[src/rtl/row_map_pkg.sv]
package row_map_pkg;

    // Default geometry
    localparam int ROWS_DEF      = 8;
    localparam int BOUND_W_DEF   = 8;
    localparam int WORD_W_DEF    = 32;
    localparam int ADDR_W_DEF    = 4;

    // Boundary unit: 32 MiB expressed in 4 KiB pages is 2**13
    localparam int UNIT_SHIFT    = 13;

    // Register addresses above the boundary block
    localparam int ADDR_ATTR     = 8;
    localparam int ADDR_MODE     = 9;

    // Mode word fields
    localparam int MODE_CHAN_BIT = 22;
    localparam int MODE_INTEG_LO = 20;
    localparam int MODE_GRAN_LO  = 18;

    // Attribute word: one nibble per row, width flag at the top of it
    localparam int ATTR_STRIDE   = 4;
    localparam int ATTR_WIDTH_OF = 3;

    typedef enum logic [1:0] {
        ECC_NONE   = 2'd0,
        ECC_SECDED = 2'd1,
        ECC_X4SYM  = 2'd2
    } ecc_mode_e;

endpackage

[src/rtl/row_cfg_regs.sv]
module row_cfg_regs
    import row_map_pkg::*;
#(
    parameter int NUM_ROWS = ROWS_DEF,
    parameter int BOUND_W  = BOUND_W_DEF,
    parameter int WORD_W   = WORD_W_DEF,
    parameter int ADDR_W   = ADDR_W_DEF
) (
    input  logic                        clk,
    input  logic                        rst_n,
    input  logic                        wr_valid,
    input  logic [ADDR_W-1:0]           wr_addr,
    input  logic [WORD_W-1:0]           wr_data,
    output logic [NUM_ROWS*BOUND_W-1:0] bound_o,
    output logic [WORD_W-1:0]           attr_o,
    output logic [WORD_W-1:0]           mode_o
);
    localparam int IDX_W = $clog2(NUM_ROWS);

    typedef struct packed {
        logic [NUM_ROWS-1:0][BOUND_W-1:0] bound;
        logic [WORD_W-1:0]                attr;
        logic [WORD_W-1:0]                mode;
    } cfg_t;

    cfg_t cfg_d, cfg_q;

    always_comb begin
        cfg_d = cfg_q;
        if (wr_valid) begin
            if (int'(wr_addr) < NUM_ROWS) begin
                cfg_d.bound[wr_addr[IDX_W-1:0]] = wr_data[BOUND_W-1:0];
            end else if (int'(wr_addr) == ADDR_ATTR) begin
                cfg_d.attr = wr_data;
            end else if (int'(wr_addr) == ADDR_MODE) begin
                cfg_d.mode = wr_data;
            end
        end
    end

    always_ff @(posedge clk) begin
        if (!rst_n) begin
            cfg_q <= '0;
        end else begin
            cfg_q <= cfg_d;
        end
    end

    assign bound_o = cfg_q.bound;
    assign attr_o  = cfg_q.attr;
    assign mode_o  = cfg_q.mode;

    // a mode write lands in the mode register on the next edge
    assert_mode_write_R2: assert property (@(posedge clk) disable iff (!rst_n)
        (wr_valid && int'(wr_addr) == ADDR_MODE) |=> (mode_o == $past(wr_data)));

    // a boundary write lands in the addressed row
    assert_bound_write_R2: assert property (@(posedge clk) disable iff (!rst_n)
        (wr_valid && int'(wr_addr) < NUM_ROWS)
        |=> (bound_o[$past(wr_addr[IDX_W-1:0])*BOUND_W +: BOUND_W] == $past(wr_data[BOUND_W-1:0])));

    // unmapped addresses leave every register untouched
    assert_unmapped_stable_R2: assert property (@(posedge clk) disable iff (!rst_n)
        (wr_valid && int'(wr_addr) > ADDR_MODE)
        |=> ($stable(bound_o) && $stable(attr_o) && $stable(mode_o)));

endmodule

[src/rtl/row_range_decode.sv]
module row_range_decode
    import row_map_pkg::*;
#(
    parameter int NUM_ROWS = ROWS_DEF,
    parameter int BOUND_W  = BOUND_W_DEF,
    parameter int WORD_W   = WORD_W_DEF,
    parameter int PAGE_W   = BOUND_W_DEF + UNIT_SHIFT + 1
) (
    input  logic                        clk,
    input  logic                        rst_n,
    input  logic [NUM_ROWS*BOUND_W-1:0] bound_i,
    input  logic [WORD_W-1:0]           attr_i,
    input  logic [WORD_W-1:0]           mode_i,
    output logic [NUM_ROWS-1:0]         populated_o,
    output logic [NUM_ROWS*PAGE_W-1:0]  start_o,
    output logic [NUM_ROWS*PAGE_W-1:0]  end_o,
    output logic [NUM_ROWS-1:0]         is_x4_o,
    output logic [NUM_ROWS*2-1:0]       ecc_o
);
    logic             gran_big;
    logic             dual_chan;
    logic             integ_on;
    logic [PAGE_W-1:0] cum  [NUM_ROWS];
    logic [PAGE_W-1:0] prev [NUM_ROWS];

    assign gran_big  = |mode_i[MODE_GRAN_LO +: 2];
    assign dual_chan = mode_i[MODE_CHAN_BIT];
    assign integ_on  = |mode_i[MODE_INTEG_LO +: 2];

    for (genvar i = 0; i < NUM_ROWS; i++) begin : g_row
        logic [PAGE_W-1:0] raw;
        logic              pop;
        logic              x4;
        ecc_mode_e         ecc;

        assign raw = PAGE_W'(bound_i[i*BOUND_W +: BOUND_W]);
        assign cum[i] = gran_big ? (raw << (UNIT_SHIFT + 1)) : (raw << UNIT_SHIFT);

        if (i == 0) begin : g_first
            assign prev[i] = '0;
        end else begin : g_rest
            assign prev[i] = cum[i-1];
        end

        assign pop = (cum[i] != prev[i]);
        assign x4  = attr_i[i*ATTR_STRIDE + ATTR_WIDTH_OF];

        always_comb begin
            if (!integ_on) begin
                ecc = ECC_NONE;
            end else if (dual_chan && x4) begin
                ecc = ECC_X4SYM;
            end else begin
                ecc = ECC_SECDED;
            end
        end

        assign populated_o[i]               = pop;
        assign start_o[i*PAGE_W +: PAGE_W]  = pop ? prev[i] : '0;
        assign end_o[i*PAGE_W +: PAGE_W]    = pop ? (cum[i] - PAGE_W'(1)) : '0;
        assign is_x4_o[i]                   = x4;
        assign ecc_o[i*2 +: 2]              = ecc;

        // x4 symbol correction only on x4 rows of a dual-channel setup
        assert_x4sym_needs_x4_R7: assert property (@(posedge clk) disable iff (!rst_n)
            (ecc_o[i*2 +: 2] == ECC_X4SYM) |-> (is_x4_o[i] && mode_i[MODE_CHAN_BIT]));

        // an unpopulated row reports an empty range
        assert_unpop_zero_R5: assert property (@(posedge clk) disable iff (!rst_n)
            !populated_o[i] |-> (start_o[i*PAGE_W +: PAGE_W] == '0 && end_o[i*PAGE_W +: PAGE_W] == '0));
    end

endmodule

[src/rtl/row_page_lookup.sv]
module row_page_lookup #(
    parameter int NUM_ROWS = 8,
    parameter int PAGE_W   = 22,
    parameter int IDX_W    = $clog2(NUM_ROWS)
) (
    input  logic                       clk,
    input  logic                       rst_n,
    input  logic [NUM_ROWS-1:0]        populated_i,
    input  logic [NUM_ROWS*PAGE_W-1:0] start_i,
    input  logic [NUM_ROWS*PAGE_W-1:0] end_i,
    input  logic [PAGE_W-1:0]          page_i,
    output logic [IDX_W-1:0]           row_o,
    output logic                       miss_o
);
    logic [NUM_ROWS-1:0] hit;

    for (genvar i = 0; i < NUM_ROWS; i++) begin : g_cmp
        assign hit[i] = populated_i[i]
                      && (page_i >= start_i[i*PAGE_W +: PAGE_W])
                      && (page_i <= end_i[i*PAGE_W +: PAGE_W]);
    end

    // Lowest matching row wins: scan from the top so the lowest index is kept
    always_comb begin
        row_o = '0;
        for (int i = NUM_ROWS - 1; i >= 0; i--) begin
            if (hit[i]) begin
                row_o = IDX_W'(i);
            end
        end
        miss_o = ~|hit;
    end

    // a reported hit always names a populated row
    assert_hit_populated_R8: assert property (@(posedge clk) disable iff (!rst_n)
        !miss_o |-> populated_i[row_o]);

    // a miss always reports row index zero
    assert_miss_row_zero_R9: assert property (@(posedge clk) disable iff (!rst_n)
        miss_o |-> (row_o == '0));

endmodule

[src/rtl/row_map_decoder.sv]
module row_map_decoder
    import row_map_pkg::*;
#(
    parameter int NUM_ROWS = ROWS_DEF,
    parameter int BOUND_W  = BOUND_W_DEF,
    parameter int WORD_W   = WORD_W_DEF,
    parameter int ADDR_W   = ADDR_W_DEF,
    parameter int PAGE_W   = BOUND_W + UNIT_SHIFT + 1,
    parameter int IDX_W    = $clog2(NUM_ROWS)
) (
    input  logic                       clk,
    input  logic                       rst_n,
    input  logic                       wr_valid,
    input  logic [ADDR_W-1:0]          wr_addr,
    input  logic [WORD_W-1:0]          wr_data,
    input  logic [PAGE_W-1:0]          lookup_page,
    output logic [NUM_ROWS-1:0]        row_populated,
    output logic [NUM_ROWS*PAGE_W-1:0] row_start_page,
    output logic [NUM_ROWS*PAGE_W-1:0] row_end_page,
    output logic [NUM_ROWS-1:0]        row_is_x4,
    output logic [NUM_ROWS*2-1:0]      row_ecc_mode,
    output logic [IDX_W-1:0]           lookup_row,
    output logic                       lookup_miss
);
    logic [NUM_ROWS*BOUND_W-1:0] bound_q;
    logic [WORD_W-1:0]           attr_q;
    logic [WORD_W-1:0]           mode_q;

    row_cfg_regs #(
        .NUM_ROWS (NUM_ROWS),
        .BOUND_W  (BOUND_W),
        .WORD_W   (WORD_W),
        .ADDR_W   (ADDR_W)
    ) u_regs (
        .clk      (clk),
        .rst_n    (rst_n),
        .wr_valid (wr_valid),
        .wr_addr  (wr_addr),
        .wr_data  (wr_data),
        .bound_o  (bound_q),
        .attr_o   (attr_q),
        .mode_o   (mode_q)
    );

    row_range_decode #(
        .NUM_ROWS (NUM_ROWS),
        .BOUND_W  (BOUND_W),
        .WORD_W   (WORD_W),
        .PAGE_W   (PAGE_W)
    ) u_decode (
        .clk         (clk),
        .rst_n       (rst_n),
        .bound_i     (bound_q),
        .attr_i      (attr_q),
        .mode_i      (mode_q),
        .populated_o (row_populated),
        .start_o     (row_start_page),
        .end_o       (row_end_page),
        .is_x4_o     (row_is_x4),
        .ecc_o       (row_ecc_mode)
    );

    row_page_lookup #(
        .NUM_ROWS (NUM_ROWS),
        .PAGE_W   (PAGE_W),
        .IDX_W    (IDX_W)
    ) u_lookup (
        .clk         (clk),
        .rst_n       (rst_n),
        .populated_i (row_populated),
        .start_i     (row_start_page),
        .end_i       (row_end_page),
        .page_i      (lookup_page),
        .row_o       (lookup_row),
        .miss_o      (lookup_miss)
    );

    // the page of a hit lies inside the range the decoder reports for that row
    assert_hit_in_range_R8: assert property (@(posedge clk) disable iff (!rst_n)
        !lookup_miss |-> (lookup_page >= row_start_page[lookup_row*PAGE_W +: PAGE_W]
                       && lookup_page <= row_end_page[lookup_row*PAGE_W +: PAGE_W]));

    // with integrity off, no row carries an ECC mode
    assert_integ_off_none_R7: assert property (@(posedge clk) disable iff (!rst_n)
        (mode_q[MODE_INTEG_LO +: 2] == 2'b00) |-> (row_ecc_mode == '0));

endmodule

[config.mk]
export PLATFORM = sky130hd
export DESIGN_NAME = row_map_decoder
export DESIGN_NICKNAME = d
export VERILOG_FILES = /design/src/rtl/row_map_pkg.sv /design/src/rtl/row_cfg_regs.sv /design/src/rtl/row_range_decode.sv /design/src/rtl/row_page_lookup.sv /design/src/rtl/row_map_decoder.sv
export SDC_FILE = /design/constraint.sdc
export NUM_CORES = 1
export LEC_CHECK = 0
export BUFFER_PORTS_ARGS = -buffer_cell sky130_fd_sc_hd__buf_2
export CAP_MARGIN = 20
export CORE_ASPECT_RATIO = 1.4
export CORE_MARGIN = 2
export CORE_UTILIZATION = 25
export DETAILED_ROUTE_END_ITERATION = 10
export PLACE_DENSITY = 0.42
export SLEW_MARGIN = 20
export SYNTH_ARGS = -nofsm -noshare
export SYNTH_HDL_FRONTEND = slang
export SYNTH_HIERARCHICAL = 1
export SYNTH_SLANG_ARGS = --single-unit
[constraint.sdc]
create_clock -name clk -period 7.2 [get_ports clk]
set_input_delay 1.44 -clock clk [delete_from_list [all_inputs] [get_ports clk]]
set_output_delay 1.44 -clock clk [all_outputs]
set_load 0.1 [all_outputs]
==> key figures, run 1 <==
Floorplanning
  • Num rows: 114
  • Die X-Extent: 227 um
  • Starting Density: 0.252
  • Num ports: 449
  • Die H: 316 um
  • Die Area: 0.0715 mm2
  • Core area: 0.0689 mm2

Timing
  • Min Clock Period, post-route: 6700 ps
  • Rel. slew slack: 0.278
  • Final-report hold violation count: 0
  • Worst-margin pin slew: 1070 ps
  • Worst setup margin: 505 ps
  • RSZ-0062 raised after global routing: no
  • F_max: 149 MHz
  • Endpoints failing setup: 0
  • Final setup skew: 0 ps
  • Worst hold slack: 472 ps
  • Max Slew Vio Count: 0
  • Final period util: 0.930

Finish
  • Layout cells sized above 1: 0.171
  • Area delta synth->final: 9.81%
  • Multi-input gate area: 0.0126 mm2
  • # fillers: 7626
  • Diodes inserted: 0
  • Final Util: 0.277
  • Reg area: 0.00154 mm2
  • Fin nets: 2966

Placement
  • Buffers on Ports: 321
  • RePlAce Congestion: 0.857
  • Detailed placement HPWL: 55.5 mm
  • DP Worst Slack: 871 ps

Logic synthesis
  • Post-Syn Area: 0.0173 mm2
  • Syn_area_per_cell: 7.19 um2
  • Mapped Cells: 2413
  • Yosys warns: 6

Hold path
  • Hold Crit Class: register to register
  • Hold wc startpoint: u_regs/mode_o[20]

Clock network
  • Worst skew pair latency: 360 ps
  • Clock Tree Buf Depth: 2
  • CTS tree: yes
  • Hold_buf cts: 0
  • H-tree depth: 3
  • Sink Count: 77
  • Number of setup buffers added after CTS: 0
  • CTS Buf Count: 9
  • CTS Root Cell: clkbuf_16
  • Post-cts sizing count: 0
  • Clock transition at the registers of the reported paths: 70 ps

Worst setup path
  • Cell family with most CP delay: compound AO/OA/AOI/OAI gates
  • Reg-to-Reg Start: u_regs/mode_o[19]
  • CP max stage delay: 610 ps
  • CP max-delay cell: a221oi_1
  • WS Path Type: register to primary output
  • Arr. time, crit path: 5260 ps
  • Crit. End Element: primary output
  • Startpoint Class: register
  • Worst path bufs/invs: 4
  • Crit path from: u_regs/mode_o[18]
  • CP max FO: 23
  • Critical Path RT: 5760 ps
  • Worst path cell trace: buf_4, nor2_4, buf_4, a31oi_1, a21oi_1, inv_1, ha_1, a21oi_1, o21ai_0, a221oi_1, a21boi_0, a211oi_1, a211oi_1, o211ai_1, a21oi_2, buf_12

GRT
  • Antenna violations before repair: 1
  • Total grt overflow: 0
  • First-pass GRT wire length: 97.8 mm
  • Vias in the first global route: 15900
  • Pin count of the biggest net entering global routing: 96
  • GR Util All Layers: 0.182

Power
  • Power Density: 198 mW/mm2
  • Total Power: 3780 uW
  • LEAKAGE: 0.00904 uW
  • IR drop worst, VDD: 0.175 mV

Drt
  • Vias/cell: 4.73
  • Drt wl/cell: 19.5 um
  • DR DRC count: 0
  • Via Count: 16500
  • Iteration-0 DRC Markers: 791
  • Total Routed Length: 67.9 mm
  • TritonRoute pass-1 iters: 7
  • Antenna-violating nets left: 0

Run status
  • Status: finished clean

Run
  • Max-Cap Viols: 0
==> layer usage <==
metal	up-vias	share of wire	track usage
li1	8186	-	-
met4	2	0.056	0.0978
met3	115	0.052	0.0343
met5	-	0.00019	0
met1	7691	0.40	0.206
met2	479	0.49	0.321
==> state kept, by name (all words and copies together), names as in the netlist <==
register / cells
u_regs/mode_o: 5
u_regs/bound_o: 64
u_regs/attr_o: 8
==> where the power goes <==
| group | total, uW | switching, uW | internal [uW] |
|---|---|---|---|
| Sequential | 447 | 15.4 | 431 |
| Clock | 464 | 217 | 247 |
| Combinational | 2870 | 2330 | 540 |
==> worst paths after layout <==
| kind | slack (ps) | endpoint | depth (start not counted) |
|---|---|---|---|
| worst max-delay path | 500 | lookup_row[0] | 16 |
| worst min-delay path | 470 | u_regs/mode_o[20] | 2 |
| worst max register to register | 5970 | u_regs/mode_o[19] | 3 |
| worst min register to register | 470 | u_regs/mode_o[20] | 2 |
==> worst register-to-register path: stages, from the launching register on <==
cell	delay [ps]
dfxtp_1	630
buf_4	290
nand2_1	80
mux2i_1	160
==> final cells by class <==
type,instances,area share
sequential,77,0.0809
tap,928,0.0609
timing repair buffer,365,0.107
clock buffer,9,0.0118
multi-input combinational,1731,0.663
inverter,369,0.0727
clock inverter,7,0.00401
==> per-stage QoR <==
step	TNS [ps]	instance area, um2	instances
after floorplan	-203	17800	2525
after global placement	0	18700	3470
after detailed placement	0	18700	3470
after CTS	0	19000	3486
after global routing	0	19100	3486
final	0	19100	3486
==> placed cells by master (no fill, tap or decap), types with 20 or more instances in the layout <==
master / count
nand3_1: 37
nor3_1: 26
ha_1: 352
nor2_1: 111
buf_2: 317
nand2b_1: 20
xnor2_1: 66
nand2_1: 245
dfxtp_1: 77
a21oi_1: 190
buf_4: 41
a31oi_1: 21
inv_1: 369
mux2i_1: 107
conb_1: 113
nand4_1: 66
a21o_1: 72
o21ai_0: 59
(Power assumes the default switching activity.)
==> inputs of run 2 (changes only) <==
- CORE_UTILIZATION: 25 -> 40
- PLACE_DENSITY: 0.42 -> 0.61
==> run 2 against run 1 <==
- combinational power fell by 2%
- clock power rose by 4%
- count of clock-buffer cells in the layout rose by 2
- global-route usage rose by 5.8 points
- die area fell by 37%
- critical path depth did not move
- final cell count fell by 11%
- cell area fell by 3.2%
- core utilization rose by 15 points
- sequential power barely moved
- via count fell by 0.27%
- critical endpoint unchanged
- largest power group unchanged
==> key figures, run 2 (synthesis results as in run 1) <==
Drt
  • TritonRoute pass-1 iters: 5 (-2)
  • Via Count: 16400 (-0.27%)
  • Antenna-violating nets left: 0 (unchanged)
  • Iteration-0 DRC Markers: 951 (+20%)
  • Drt wl/cell: 18.5 um (-5.0%)
  • Vias/cell: 5.31 (+12%)
  • DR DRC count: 0 (unchanged)
  • Total Routed Length: 57.3 mm (-16%)

Clock network
  • Sink Count: 77 (unchanged)
  • CTS tree: yes
  • CTS Buf Count: 9 (unchanged)
  • Worst skew pair latency: 330 ps (-30 ps)
  • H-tree depth: 3 (unchanged)
  • Clock transition at the registers of the reported paths: 60 ps (about the same)
  • Clock Tree Buf Depth: 2 (unchanged)
  • Post-cts sizing count: 0 (unchanged)
  • CTS Root Cell: clkbuf_16
  • Hold_buf cts: 0 (unchanged)
  • Number of setup buffers added after CTS: 0 (unchanged)

Timing
  • Worst setup margin: 347 ps (-158 ps)
  • Final-report hold violation count: 0 (unchanged)
  • Min Clock Period, post-route: 6850 ps (+158 ps)
  • Rel. slew slack: 0.338 (+0.0595)
  • Endpoints failing setup: 0 (unchanged)
  • Worst-margin pin slew: 990 ps (-79.0 ps)
  • Final setup skew: 0 ps (unchanged)
  • RSZ-0062 raised after global routing: no
  • Final period util: 0.952 (+0.0219)
  • F_max: 146 MHz (-2.3%)
  • Worst hold slack: 467 ps (-5.41 ps)
  • Max Slew Vio Count: 0 (unchanged)

Finish
  • Commonest non-fill, non-tap cell in the layout: inv_1
  • Layout cells sized above 1: 0.164 (-0.00673)
  • Number of flip-flops in the largest register: 64 (unchanged)
  • Fin nets: 2949 (-0.57%)
  • Area delta synth->final: 6.29%
  • Diodes inserted: 0 (unchanged)
  • Final cell count without fillers: 3093 (-11%)
  • Most frequent cells in the layout: inv_1, ha_1, buf_2
  • # fillers: 4385 (-42%)

Floorplanning
  • Num rows: 90 (-21%)
  • Num ports: 449 (unchanged)
  • Die H: 250 um (-21%)
  • Core area: 0.0429 mm2 (-38%)
  • Die X-Extent: 180 um (-21%)
  • Die Area: 0.0451 mm2 (-37%)
  • Starting Density: 0.404 (+0.153)

Worst setup path
  • Startpoint Class: register
  • CP max FO: 36 (+57%)
  • Critical Path RT: 5760 ps (about the same)
  • Arr. time, crit path: 5410 ps (+150 ps)
  • Crit. End Element: primary output
  • WS Path Type: register to primary output

Power
  • LEAKAGE: 0.00894 uW (-1.0%)
  • Total Power: 3750 uW (-0.76%)
  • IR drop worst, VDD: 0.198 mV (+13%)
  • Power Density: 203 mW/mm2 (+2.5%)

Placement
  • Detailed placement HPWL: 45.9 mm (-17%)
  • Buffers on Ports: 321 (unchanged)
  • RePlAce Congestion: 0.934 (+9.0%)
  • Post-placement cell count: 3077 (-11%)
  • DP Worst Slack: 770 ps (-100 ps)

GRT
  • GR Util All Layers: 0.240 (+0.0578)
  • Antenna violations before repair: 1 (unchanged)
  • Pin count of the biggest net entering global routing: 57 (-41%)
  • Total grt overflow: 0 (unchanged)
  • Vias in the first global route: 15500 (-2.6%)
  • First-pass GRT wire length: 86.3 mm (-12%)

Hold path
  • Hold Crit Class: register to register

Run
  • Max-Cap Viols: 0 (unchanged)

Run status
  • Status: finished clean
==> run 2: cell count changes in the layout (fill, tap and decap cells not counted), sizes merged <==
cell,before,now
bufinv,0,2
inv,374,370
clkbuf,9,11
clkinv,2,0
clkinvlp,0,2
buf,365,348
==> run 2: worst max-delay path, cell delays in order, from the launching register on <==
cell	delay (ps)
dfxtp_1	580
nor2_4	880
o2111ai_1	250
a22oi_2	520
nand2_1	300
buf_4	290
inv_1	80
ha_1	250
nand4_1	140
nor2_1	60
and4_1	210
a311oi_1	240
nor2_1	70
o21ai_1	300
o211ai_1	380
a21oi_2	320
buf_12	210
==> run 2: per-layer routing <==
layer  track usage  routed length [um]
met1         0.282               23300
met2         0.426               28000
met3        0.0381                3360
met4         0.110                2680
met5             0                   0
==> run 2: final timing paths <==
| path | startpoint | end | slack (ps) | depth (start not counted) |
|---|---|---|---|---|
| max | u_regs/mode_o[19] | lookup_row[0] | 350 | 16 |
| min | u_regs/mode_o[21] | u_regs/mode_o[21] | 470 | 2 |
| max reg2reg | u_regs/mode_o[19] | u_regs/mode_o[19] | 6000 | 2 |
| min reg2reg | u_regs/mode_o[21] | u_regs/mode_o[21] | 470 | 2 |
==> run 2: power by group <==
| part | switching (uW) | internal, uW |
|---|---|---|
| Sequential | 15.4 | 432 |
| Clock | 176 | 305 |
| Combinational | 2290 | 533 |
| Total | 2480 | 1270 |
==> run 2: area by class of cell <==
type / instances / area (um2) / share of cell area
clock buffer: 11 / 233 / 0.0126
clock inverter: 5 / 83.8 / 0.00455
inverter: 369 / 1390 / 0.0751
multi-input combinational: 1731 / 12600 / 0.685
sequential: 77 / 1540 / 0.0836
tap: 552 / 691 / 0.0375
timing repair buffer: 348 / 1880 / 0.102
==> run 2: through the flow <==
stage	util	TNS [ps]	area (um2)
final	0.430	0	18400
after global routing	0.430	0	18400
after CTS	0.430	0	18400
after detailed placement	0.422	0	18100
after global placement	0.422	0	18100
after floorplan	-	-203	17800
==> inputs of run 3 (changes only) <==
==> constraint.sdc (replaced) <==
create_clock -name clk -period 7.2 [get_ports clk]
set_input_delay 0.72 -clock clk [delete_from_list [all_inputs] [get_ports clk]]
set_output_delay 0.72 -clock clk [all_outputs]
set_load 0.1 [all_outputs]
==> run 3 against run 2 <==
- non-clock buffer count shrank 5
- sequential share of layout area grew 0.078 points
- maximum frequency grew 14%
- routed wire length grew 0.28%
- worst setup slack gained 860 ps
- core utilization shrank 0.40 points
- die area is the same
- critical path depth is the same
- register-to-register slack gained 160 ps
- via count grew 0.34%
- critical endpoint unchanged
- highest routed layer unchanged
==> key figures, run 3 (synthesis results as in run 1) <==
Run status
  • Status: finished clean

Clock network
  • CTS Buf Count: 9 (unchanged)
  • Hold_buf cts: 0 (unchanged)
  • Number of setup buffers added after CTS: 0 (unchanged)
  • CTS tree: yes
  • Worst skew pair latency: 320 ps (about the same)
  • Sink Count: 77 (unchanged)
  • Post-cts sizing count: 0 (unchanged)
  • Clock transition at the registers of the reported paths: 60 ps (about the same)
  • CTS Root Cell: clkbuf_16
  • Clock Tree Buf Depth: 2 (unchanged)
  • H-tree depth: 3 (unchanged)

Floorplanning
  • Die X-Extent: 180 um (unchanged)
  • Starting Density: 0.404 (unchanged)
  • Die H: 250 um (unchanged)
  • Die Area: 0.0451 mm2 (unchanged)
  • Num rows: 90 (unchanged)
  • Num ports: 449 (unchanged)
  • Core area: 0.0429 mm2 (unchanged)

Power
  • IR drop worst, VDD: 0.205 mV (+3.5%)
  • Power Density: 201 mW/mm2 (-1.1%)
  • LEAKAGE: 0.00889 uW (-0.60%)
  • Total Power: 3670 uW (-2.0%)

Drt
  • Iteration-0 DRC Markers: 1053 (+11%)
  • DR DRC count: 0 (unchanged)
  • Metal3 WL: 3.31 mm (-1.5%)
  • Via Count: 16500 (+0.34%)
  • DR WL met2: 28.6 mm (+2.1%)
  • WL met1: 22.9 mm (-1.7%)
  • Drt wl/cell: 18.6 um (+0.44%)
  • Total Routed Length: 57.4 mm (+0.28%)
  • Vias/cell: 5.34 (+0.50%)
  • TritonRoute pass-1 iters: 6 (+1)
  • Antenna-violating nets left: 0 (unchanged)
  • DR top layer: met4

GRT
  • GR Util All Layers: 0.240 (-0.000306)
  • First-pass GRT wire length: 86.5 mm (+0.21%)
  • Pin count of the biggest net entering global routing: 96 (+68%)
  • Vias in the first global route: 15700 (+1.6%)
  • Antenna violations before repair: 0 (-1)
  • Total grt overflow: 0 (unchanged)

Timing
  • Final period util: 0.832 (-0.120)
  • F_max: 167 MHz (+14%)
  • Setup TNS: 0 ps (unchanged)
  • Endpoints failing setup: 0 (unchanged)
  • Rel. slew slack: 0.365 (+0.0268)
  • Final-report hold violation count: 0 (unchanged)
  • Min Clock Period, post-route: 5990 ps (-861 ps)
  • Final setup skew: 0 ps (unchanged)
  • RSZ-0062 raised after global routing: no
  • Max Slew Vio Count: 0 (unchanged)
  • Worst-margin pin slew: 949 ps (-40.1 ps)

Finish
  • Final cell count without fillers: 3088 (-0.16%)
  • Layout cells sized above 1: 0.160 (-0.00441)
  • Diodes inserted: 0 (unchanged)
  • Most frequent cells in the layout: inv_1, ha_1, buf_2
  • Multi-input gate area: 0.0126 mm2 (-0.36%)
  • Area delta synth->final: 5.31%
  • Fin nets: 2944 (-0.17%)
  • Commonest non-fill, non-tap cell in the layout: inv_1
  • Number of flip-flops in the largest register: 64 (unchanged)
  • # fillers: 4392 (+0.16%)
  • Reg area: 0.00154 mm2 (unchanged)

Placement
  • Buffers on Ports: 321 (unchanged)
  • Post-placement cell count: 3072 (-0.16%)
  • RePlAce Congestion: 0.910 (-2.6%)
  • Detailed placement HPWL: 45.5 mm (-0.99%)

Worst setup path
  • Crit. End Element: primary output
  • WS Path Type: register to primary output
  • Startpoint Class: register
  • Arr. time, crit path: 5270 ps (-140 ps)
  • Critical Path RT: 6480 ps (+720 ps)
  • CP max FO: 28 (-22%)

Run
  • Max-Cap Viols: 0 (unchanged)

Hold path
  • Hold Crit Class: register to register
-- run 3: layout make-up --
class / count / share of cell area
clock buffer: 10 / 0.0131
clock inverter: 6 / 0.00342
sequential: 77 / 0.0844
timing repair buffer: 343 / 0.0970
inverter: 369 / 0.0758
multi-input combinational: 1731 / 0.689
tap: 552 / 0.0378
-- run 3: stage by stage --
step	hold slack [ps]	utilization	setup slack [ps]	instance area (um2)
after floorplan	431	-	27.2	17800
after global placement	446	0.419	1620	18000
after detailed placement	458	0.419	1570	18000
after CTS	466	0.426	1220	18300
after global routing	506	0.426	994	18300
final	461	0.426	1210	18300
-- run 3: critical path: stages (launching register included) --
cell and delay (ps):
dfxtp_1 360, nor2_4 640, o2111ai_1 240, a22oi_2 780, nand2_1 110, buf_4 260
inv_1 90, ha_1 150, nand4_1 130, nor4_1 390, o31ai_1 140, a311oi_1 270
nor2_1 70, o21ai_1 250, o211ai_1 320, a21oi_1 260, buf_2 460
-- run 3: metal layers --
metal / track usage / vias up
met5: 0 / -
met4: 0.108 / 0
met3: 0.0377 / 105
met2: 0.439 / 581
met1: 0.272 / 7675
li1: - / 8124
-- run 3: final timing paths --
| check | from | end | slack, ps | depth (start not counted) |
|---|---|---|---|---|
| hold reg to reg | u_regs/mode_o[20] | u_regs/mode_o[20] | 460 | 2 |
| hold / removal | u_regs/mode_o[20] | u_regs/mode_o[20] | 460 | 2 |
| setup / recovery | u_regs/mode_o[19] | lookup_row[0] | 1210 | 16 |
| setup reg to reg | u_regs/mode_o[19] | u_regs/mode_o[19] | 6160 | 3 |
-- run 3: where the power goes --
part           switching, uW  total, uW  internal (uW)  leakage (uW)
combinational           2280       2780            499       0.00813
clock                    171        447            276      0.000140
sequential              14.9        447            432      0.000622
total                   2470       3670           1210       0.00889
